===== src/rtl/sdh_cmd_pkg.sv =====
package sdh_cmd_pkg;

    typedef enum logic [1:0] {
        RSP_NONE = 2'b00,
        RSP_136  = 2'b01,
        RSP_48   = 2'b10,
        RSP_48B  = 2'b11
    } rsp_kind_e;

    typedef struct packed {
        logic [5:0] index;
        logic       data_present;
        rsp_kind_e  rsp;
    } cmd_word_t;

    localparam int OFF_ARG2    = 'h00;
    localparam int OFF_ARG1    = 'h08;
    localparam int OFF_CMD     = 'h0C;
    localparam int OFF_RESP    = 'h10;
    localparam int OFF_PRESENT = 'h24;
    localparam int OFF_HOSTCTL = 'h28;
    localparam int OFF_CTRL    = 'h2C;
    localparam int OFF_NSTAT   = 'h30;
    localparam int OFF_ESTAT   = 'h34;
    localparam int OFF_NEN     = 'h38;
    localparam int OFF_EEN     = 'h3C;
    localparam int OFF_CAPS    = 'h40;

    localparam int SRST_BIT      = 0;
    localparam int NSTAT_DONE    = 0;
    localparam int ESTAT_IDX     = 0;
    localparam int PRES_CMD_INH  = 0;
    localparam int PRES_DATA_INH = 1;
    localparam int PRES_CARD     = 16;

    function automatic cmd_word_t cmd_decode(input logic [31:0] w);
        cmd_word_t c;
        c.index        = w[13:8];
        c.data_present = w[5];
        c.rsp          = rsp_kind_e'(w[1:0]);
        return c;
    endfunction

    function automatic logic [31:0] cmd_encode(input cmd_word_t c);
        logic [31:0] w;
        w        = '0;
        w[13:8]  = c.index;
        w[5]     = c.data_present;
        w[1:0]   = c.rsp;
        return w;
    endfunction

    function automatic logic rsp_has_index(input rsp_kind_e k);
        return (k == RSP_48) || (k == RSP_48B);
    endfunction

endpackage


===== src/rtl/sdh_issue_gate.sv =====
module sdh_issue_gate
    import sdh_cmd_pkg::*;
(
    input  logic      clk_run,
    input  logic      data_inhibit,
    input  logic      stopped,
    input  cmd_word_t cmd,
    output logic      allow
);
    logic line_busy;
    logic needs_line;

    always_comb begin
        line_busy  = data_inhibit | stopped;
        needs_line = cmd.data_present | (cmd.rsp == RSP_48B);
        allow      = clk_run & ~(line_busy & needs_line);
    end
endmodule


===== src/rtl/sdh_int_status.sv =====
module sdh_int_status #(
    parameter int W = 16
) (
    input  logic         clk,
    input  logic         rst,
    input  logic         clr_all,
    input  logic [W-1:0] set_req,
    input  logic         w1c_we,
    input  logic [W-1:0] w1c_mask,
    input  logic         en_we,
    input  logic [W-1:0] en_wdata,
    output logic [W-1:0] stat,
    output logic [W-1:0] en,
    output logic         irq_part
);
    logic [W-1:0] clr_vec;

    always_comb begin
        clr_vec  = w1c_we ? w1c_mask : '0;
        irq_part = |(stat & en);
    end

    always_ff @(posedge clk) begin
        if (rst) begin
            stat <= '0;
            en   <= '0;
        end else begin
            if (en_we) en <= en_wdata;
            if (clr_all) stat <= '0;
            else         stat <= (stat & ~clr_vec) | (set_req & en);
        end
    end

    for (genvar i = 0; i < W; i++) begin : g_chk
        assert_set_needs_enable_R9: assert property (@(posedge clk) disable iff (rst)
            $rose(stat[i]) |-> $past(en[i]));
        assert_w1c_clears_R10: assert property (@(posedge clk) disable iff (rst)
            (w1c_we && w1c_mask[i] && !set_req[i]) |=> !stat[i]);
    end
endmodule


===== src/rtl/sdh_cmd_issue.sv =====
module sdh_cmd_issue
    import sdh_cmd_pkg::*;
#(
    parameter int          ADDR_W     = 8,
    parameter int          DATA_W     = 32,
    parameter int          STAT_W     = 16,
    parameter logic [31:0] CAPS_VALUE = 32'h0000_3C80
) (
    input  logic              clk,
    input  logic              rst,
    input  logic [ADDR_W-1:0] bus_addr,
    input  logic              bus_we,
    input  logic [DATA_W-1:0] bus_wdata,
    output logic [DATA_W-1:0] bus_rdata,
    input  logic              sd_clk_on,
    input  logic              data_inhibit,
    input  logic              stopped,
    output logic              cmd_req,
    output logic [5:0]        cmd_index,
    output logic [DATA_W-1:0] cmd_arg,
    output logic [1:0]        cmd_rsp_type,
    input  logic              card_done,
    input  logic              card_rsp_present,
    input  logic [5:0]        card_rsp_idx,
    input  logic [DATA_W-1:0] card_rsp,
    output logic              irq
);
    localparam logic [ADDR_W-1:0] A_ARG2    = ADDR_W'(OFF_ARG2);
    localparam logic [ADDR_W-1:0] A_ARG1    = ADDR_W'(OFF_ARG1);
    localparam logic [ADDR_W-1:0] A_CMD     = ADDR_W'(OFF_CMD);
    localparam logic [ADDR_W-1:0] A_RESP    = ADDR_W'(OFF_RESP);
    localparam logic [ADDR_W-1:0] A_PRESENT = ADDR_W'(OFF_PRESENT);
    localparam logic [ADDR_W-1:0] A_CTRL    = ADDR_W'(OFF_CTRL);
    localparam logic [ADDR_W-1:0] A_NSTAT   = ADDR_W'(OFF_NSTAT);
    localparam logic [ADDR_W-1:0] A_ESTAT   = ADDR_W'(OFF_ESTAT);
    localparam logic [ADDR_W-1:0] A_NEN     = ADDR_W'(OFF_NEN);
    localparam logic [ADDR_W-1:0] A_EEN     = ADDR_W'(OFF_EEN);
    localparam logic [ADDR_W-1:0] A_CAPS    = ADDR_W'(OFF_CAPS);

    logic [DATA_W-1:0] arg1_q, arg2_q, resp_q;
    cmd_word_t         cmd_q, cmd_new;
    logic              busy_q, card_ins_q;
    logic              soft_rst, cmd_wr, gate_ok, done_evt;
    logic [STAT_W-1:0] norm_set, err_set, nstat, estat, nen, een;
    logic              irq_n, irq_e;

    always_comb begin
        soft_rst = bus_we && (bus_addr == A_CTRL) && bus_wdata[SRST_BIT];
        cmd_wr   = bus_we && (bus_addr == A_CMD) && !busy_q;
        cmd_new  = cmd_decode(32'(bus_wdata));
        done_evt = busy_q && card_done && !soft_rst;
        norm_set = '0;
        err_set  = '0;
        norm_set[NSTAT_DONE] = done_evt;
        err_set[ESTAT_IDX]   = done_evt && card_rsp_present &&
                               rsp_has_index(cmd_q.rsp) &&
                               (card_rsp_idx != cmd_q.index);
    end

    sdh_issue_gate u_gate (
        .clk_run      (sd_clk_on),
        .data_inhibit (data_inhibit),
        .stopped      (stopped),
        .cmd          (cmd_new),
        .allow        (gate_ok)
    );

    always_ff @(posedge clk) begin
        if (rst || soft_rst) begin
            arg1_q     <= '0;
            arg2_q     <= '0;
            resp_q     <= '0;
            cmd_q      <= '0;
            busy_q     <= 1'b0;
            card_ins_q <= rst;
        end else begin
            if (bus_we && bus_addr == A_ARG1) arg1_q <= bus_wdata;
            if (bus_we && bus_addr == A_ARG2) arg2_q <= bus_wdata;
            if (cmd_wr) begin
                cmd_q <= cmd_new;
                if (gate_ok) busy_q <= 1'b1;
            end
            if (done_evt) begin
                busy_q <= 1'b0;
                if (cmd_q.rsp != RSP_NONE && card_rsp_present) resp_q <= card_rsp;
            end
        end
    end

    sdh_int_status #(.W(STAT_W)) u_norm (
        .clk      (clk),
        .rst      (rst),
        .clr_all  (soft_rst),
        .set_req  (norm_set),
        .w1c_we   (bus_we && bus_addr == A_NSTAT),
        .w1c_mask (bus_wdata[STAT_W-1:0]),
        .en_we    (bus_we && bus_addr == A_NEN),
        .en_wdata (bus_wdata[STAT_W-1:0]),
        .stat     (nstat),
        .en       (nen),
        .irq_part (irq_n)
    );

    sdh_int_status #(.W(STAT_W)) u_err (
        .clk      (clk),
        .rst      (rst),
        .clr_all  (soft_rst),
        .set_req  (err_set),
        .w1c_we   (bus_we && bus_addr == A_ESTAT),
        .w1c_mask (bus_wdata[STAT_W-1:0]),
        .en_we    (bus_we && bus_addr == A_EEN),
        .en_wdata (bus_wdata[STAT_W-1:0]),
        .stat     (estat),
        .en       (een),
        .irq_part (irq_e)
    );

    always_comb begin
        irq          = irq_n | irq_e;
        cmd_req      = busy_q;
        cmd_index    = cmd_q.index;
        cmd_arg      = arg1_q;
        cmd_rsp_type = cmd_q.rsp;
        bus_rdata    = '0;
        case (bus_addr)
            A_ARG2:    bus_rdata = arg2_q;
            A_ARG1:    bus_rdata = arg1_q;
            A_CMD:     bus_rdata = DATA_W'(cmd_encode(cmd_q));
            A_RESP:    bus_rdata = resp_q;
            A_PRESENT: begin
                bus_rdata[PRES_CMD_INH]  = busy_q;
                bus_rdata[PRES_DATA_INH] = data_inhibit;
                bus_rdata[PRES_CARD]     = card_ins_q;
            end
            A_NSTAT:   bus_rdata = DATA_W'(nstat);
            A_ESTAT:   bus_rdata = DATA_W'(estat);
            A_NEN:     bus_rdata = DATA_W'(nen);
            A_EEN:     bus_rdata = DATA_W'(een);
            A_CAPS:    bus_rdata = DATA_W'(CAPS_VALUE);
            default:   bus_rdata = '0;
        endcase
    end

    assert_issue_needs_clock_R4: assert property (@(posedge clk) disable iff (rst)
        $rose(cmd_req) |-> $past(sd_clk_on));
    assert_issue_gate_R5: assert property (@(posedge clk) disable iff (rst)
        $rose(cmd_req) |-> !(($past(data_inhibit) || $past(stopped)) &&
                             (cmd_q.data_present || cmd_q.rsp == RSP_48B)));
    assert_hold_while_busy_R6: assert property (@(posedge clk) disable iff (rst)
        (cmd_req && !card_done && !soft_rst) |=> (cmd_req && $stable(cmd_index)));
    assert_no_err_for_none_R7: assert property (@(posedge clk) disable iff (rst)
        (cmd_req && card_done && cmd_q.rsp == RSP_NONE) |=> !$rose(estat[ESTAT_IDX]));
    assert_card_flag_never_rises_R11: assert property (@(posedge clk) disable iff (rst)
        !$rose(card_ins_q));
endmodule


===== config.mk =====
export PLATFORM = sky130hd
export DESIGN_NAME = sdh_cmd_issue
export DESIGN_NICKNAME = d
export VERILOG_FILES = /design/src/rtl/sdh_cmd_pkg.sv /design/src/rtl/sdh_issue_gate.sv /design/src/rtl/sdh_int_status.sv /design/src/rtl/sdh_cmd_issue.sv
export SDC_FILE = /design/constraint.sdc
export NUM_CORES = 1
export LEC_CHECK = 0
export ABC_CLOCK_PERIOD_IN_PS = 7100
export BUFFER_PORTS_ARGS = -buffer_cell sky130_fd_sc_hd__buf_2
export CELL_PAD_IN_SITES_DETAIL_PLACEMENT = 2
export CELL_PAD_IN_SITES_GLOBAL_PLACEMENT = 2
export CORE_AREA = 2 2 165 167
export DETAILED_ROUTE_END_ITERATION = 10
export DIE_AREA = 0 0 167 169
export PLACE_DENSITY_LB_ADDON = 0.1
export SYNTH_ARGS = -nofsm -noshare
export SYNTH_HDL_FRONTEND = slang
export SYNTH_SLANG_ARGS = --single-unit

===== constraint.sdc =====
create_clock -name clk -period 7.1 [get_ports clk]
set_clock_uncertainty 0.05 [all_clocks]
set_input_delay 2.13 -clock clk [delete_from_list [all_inputs] [get_ports clk]]
set_output_delay 2.13 -clock clk [all_outputs]
set_load 0.01 [all_outputs]

Word level (Yosys, flattened, before mapping)
Index checks and enable logic that the tools add are counted.
W data, S select, Z words.
- register bits: 171
- input bits: 86
- output and inout bits: 74
- logic and storage cells: 76
- equality and inequality tests: 14
- mux-type cells: 6
- bitwise operators: 16
- reductions and logical operators: 28
- operator list (cell ; count):
    $pmux W14 S9 ; 1
    $and A16 B16 Y16 ; 4
    $eq A8 B6 Y1 const B ; 6
    $pmux W15 S3 ; 1
    $and A1 B16 Y16 ; 2
    $mux W16 ; 2
    $not A16 Y16 ; 2
    $or A16 B16 Y16 ; 2
    $reduce_or A16 Y1 ; 2
    $pmux W2 S9 ; 1
    $eq A8 B4 Y1 const B ; 2
    $logic_and A1 B1 Y1 ; 16
    $eq A8 B5 Y1 const B ; 1
    $eq A8 B7 Y1 const B ; 1
    $logic_not A8 Y1 ; 1
    $eq A2 B2 Y1 const B ; 3
    $ne A6 B6 Y1 ; 1
    $pmux W1 S4 ; 1
    $reduce_and A2 Y1 ; 2
    $reduce_or A2 Y1 ; 2
    $or A1 B1 Y1 ; 3
    $and A1 B1 Y1 ; 2
    $logic_not A1 Y1 ; 2
    $logic_or A1 B1 Y1 ; 2
    other kinds (2) ; 2

Longest topological paths before layout
- depth after elaboration: 10
- gate-level depth with buffers: 8
- mapped depth without buffers: 4

By module
Synthesis repeated with hierarchy kept, for this count alone.
- cell total of the unflattened synthesis: 976
- area, all modules: 8057.7 sq um
- modules (own cells, without submodules) (module ; times used ; cells an instance ; area an instance (sq um) ; sequential area each (sq um)):
    sdh_cmd_issue ; 1 ; 713 ; 5546.6 ; 2152.1
    sdh_int_status ; 2 ; 130 ; 1247.4 ; 640.6
    sdh_issue_gate ; 1 ; 3 ; 16.3 ; 0.0

Worst setup path before layout
No wires, ideal clock.
- kind: input-to-output
- from: input bus_addr[7]
- to: output bus_rdata[0]
- arrival time: 3.494 ns
- data required time: 4.920 ns
- slack: 1.426 ns
- cell stages on the path: 3
- buffers on the path: 1
- path through: buf_4 > or4_1 > o311ai_0
- word-level cells in the longest chain between the ends: 2
- elaborated cells on any way between the ends: 10
- those cells by class: 8 x eq/ne; 1 x mux; 1 x reduce/logical
- ends and longest elaborated chain (item ; RTL line ; source):
    start, declared ; sdh_cmd_issue.sv:11 ; input logic [ADDR_W-1:0] bus_addr,
    $eq A8 B6 Y1 (tied with other cells) ; sdh_cmd_issue.sv:125 ; case (bus_addr)
    $pmux W2 S9 * ; sdh_cmd_issue.sv:125 ;
    end, declared ; sdh_cmd_issue.sv:14 ; output logic [DATA_W-1:0] bus_rdata,
Mark *: on every way between the ends. The rest lies on a longest branch, timed or not.

Final worst setup path
- from: input bus_addr[2]
- to: output bus_rdata[7]
- word-level cells in the longest chain between the ends: 2
- elaborated cells on any way between the ends: 10
- those cells by class: 8 x eq/ne; 1 x mux; 1 x reduce/logical
- ends and longest elaborated chain (item ; RTL line):
    $eq A8 B7 Y1 (tied with other cells) ; sdh_cmd_issue.sv:125
    $pmux W14 S9 * ; sdh_cmd_issue.sv:125
Marked as above.

==> run summary <==
Routed WL per cell - 24.0 um
Vias in the first global route - 8,154
CP peak stage delay - 0.69 ns
RSZ-0062 raised after global routing - false
Clk Latency, worst-skew pair - 0.44 ns
F_max - 158 MHz
Yosys reg bits - 171
Fill cells - 3,084
DIE WIDTH - 167 um
Initial DRC Count - 448
Synthesized area per cell - 8.09 um2
Number of synthesized flops with an enable pin - 1
Tightest Pin Transition - 0.996 ns
Pin count of the biggest net entering global routing - 78
Final net count - 1,171
Clk network pwr share - 0.478
Core Area - 26,500 um2
Endpoints failing hold - 0
Crit path max fanout - 32
Clock buffer count from CTS - 17
Outcome - completed
DP Area - 8720 um2
Synth async-reset ratio - 0
Syn nets - 1,058
Vias/cell - 5.38
Final worst-path cycle share - 0.893
Yosys cell types - 63
Most used cell, CP - buf_2
Total number of vias - 7,752
Max Cap Violations - 0
Combinational fraction of design power - 0.055
Top-count cell post-synth - nand2_1
Post-synthesis cell area - 7860 um2
Die footprint - 28,200 um2
Sequential cell area - 3430 um2
Utilization after layout - 0.352
Clk sinks - 171
Critical-path cell list - buf_2 -> or4_4 -> nor3_4 -> a221oi_1 -> o21ai_0 -> buf_2
Initial Util - 0.297
Drc violations - 0
Number of I/O port buffers - 159
Setup crit end kind - output port
Post-CTS Setup Inserts - 0
GRT Util Overall - 0.244
Sw Ratio - 0.255
Worst EP arrival - 4.16 ns
Synth area leader - dfxtp_1
Net load switching power - 0.000525 W
Top cells by count, synth - 308 x nand2_1, 170 x dfxtp_1, 133 x a21oi_1
First-pass GRT wire length - 51.9 mm
Relative max-transition margin - 0.333
Die height - 169 um
Final ANT Viol Nets - 0
Row count - 60
Initial antenna violation count - 2
Pre-CTS setup slack - 0.818 ns
First-pass DRT Iterations - 7
# setup viols final - 0
P&R area growth vs syn - 18.7%
# resized after CTS - 0
Hold_buf cts - 0
CTS tree - done
Flop pwr share - 0.466
Sequential-to-total area share from yosys stat - 0.437
Setup_tns - 0 ns
Min Hold Slack - 0.404 ns
Htree depth - 4
Share of layout cells above drive strength 1 - 0.212
Top FF cell, synth - dfxtp_1
Clock root cell - clkbuf_16
Final Slew Violations - 0
CP bufs+invs - 2
CP top delay family - simple AND/OR/NAND/NOR gates
Multi-input logic area - 3860 um2
Post-route cell area - 9330 um2
Final min period - 6.34 ns
Clk slew on worst S/H paths - 0.06 ns
Worst Hold Class - reg -> reg
CP Data Required Time - 4.92 ns
HPWL Detailed - 24.3 mm
Critical Path Start Type - input port
Power Dens Cells - 221 nW/um2
Ports - 160
Syn. warnings - 0
Clk buf depth - 2
Leak Pwr - 3.71 nW
Worst vdd ir - 111 uV
Cells after synthesis - 972
Post-Route WL - 34.6 mm
Top-area cell type share of the netlist area - 0.433
Top cells by area, synth - dfxtp_1 43%, nand2_1 15%, a21oi_1 8.5%
Internal power - 0.00154 W
Final setup margin - 0.759 ns
Grt ovf - 0
Slowest-stage cell, CP - or4_4
WS Path Type - in -> out
Final RePlAce weighted congestion - 0.846
-- registers in the layout, summed over array words and instances, names as in the netlist, 2 cells and up --
register / count
u_norm.stat: 16
cmd_index: 6
u_norm.en: 16
cmd_rsp_type: 2
cmd_arg: 32
resp_q: 32
u_err.en: 16
u_err.stat: 16
arg2_q: 32
-- cell families after synthesis --
group | Yosys count | share of synthesized area
compound gates | 235 | 0.188
simple gates | 429 | 0.251
flops | 171 | 0.437
xor+xnor | 6 | 0.00668
buf+inv | 98 | 0.0721
mux | 33 | 0.0447
-- final timing paths --
path                                         startpoint                   endpoint  slack [ns]  cells past startpoint
worst max-delay path                        bus_addr[2]               bus_rdata[7]        0.76                      6
worst min-delay path            arg2_q[10]$_SDFFE_PP0P_    arg2_q[10]$_SDFFE_PP0P_        0.40                      2
worst max register to register     cmd_req$_SDFFE_PP0P_  cmd_index[4]$_SDFFE_PP0P_        5.14                      3
worst min register to register  arg2_q[10]$_SDFFE_PP0P_    arg2_q[10]$_SDFFE_PP0P_        0.40                      2
-- area by class of cell --
| class | count | share of cell area |
|---|---|---|
| antenna | 2 | 0.000537 |
| clock buffer | 20 | 0.0479 |
| clock inverter | 12 | 0.0166 |
| inverter | 13 | 0.00537 |
| multi-input combinational | 703 | 0.414 |
| sequential | 171 | 0.368 |
| tap | 341 | 0.0457 |
| timing repair buffer | 179 | 0.101 |
-- power by group through the flow --
stage,clock (W),sequential [W],combinational (W)
5_1_grt,0.00104,0.000961,0.000121
2_1_floorplan,0,0.000983,0.0000498
4_1_cts,0.00100,0.000961,0.000114
3_3_place_gp,0,0.000984,0.000112
3_5_place_dp,0,0.000984,0.000113
6_report,0.000986,0.000961,0.000114
-- worst register-to-register path, stage by stage, from the launching register on --
cell and delay [ns]:
dfxtp_1 0.38, nand4b_1 0.88, mux2i_1 0.45, nor2_1 0.06
-- cell usage in the layout (no fill, tap or decap), drive strengths merged, types with 3 or more instances in the layout --
cell    count
nand2     308
buf       179
dfxtp     170
a21oi     133
and3       38
a22oi      35
mux2i      25
nor2       20
clkbuf     20
inv        18
nand3      17
o21ai      14
a222oi     12
a22o        9
nand4       8
nand3b      7
mux2        7
nor2b       6
xnor2       6
nor3        6
a32oi       5
a211o       5
clkinv      5
a221oi      4
and2        4
or4         3
nor4b       3
-- stage by stage --
step                      power (W)  std cells
after CTS                   0.00208       1439
after floorplan             0.00103        972
after global routing        0.00213       1439
after detailed placement    0.00110       1407
final                       0.00206       1441
after global placement      0.00110       1407
-- metal layers --
layer  GRT usage  share of wire
met1       0.324           0.46
met2       0.409           0.47
met3      0.0369          0.044
met4      0.0772          0.022
met5           0              0
No activity file was read; power rests on OpenSTA's default activity.
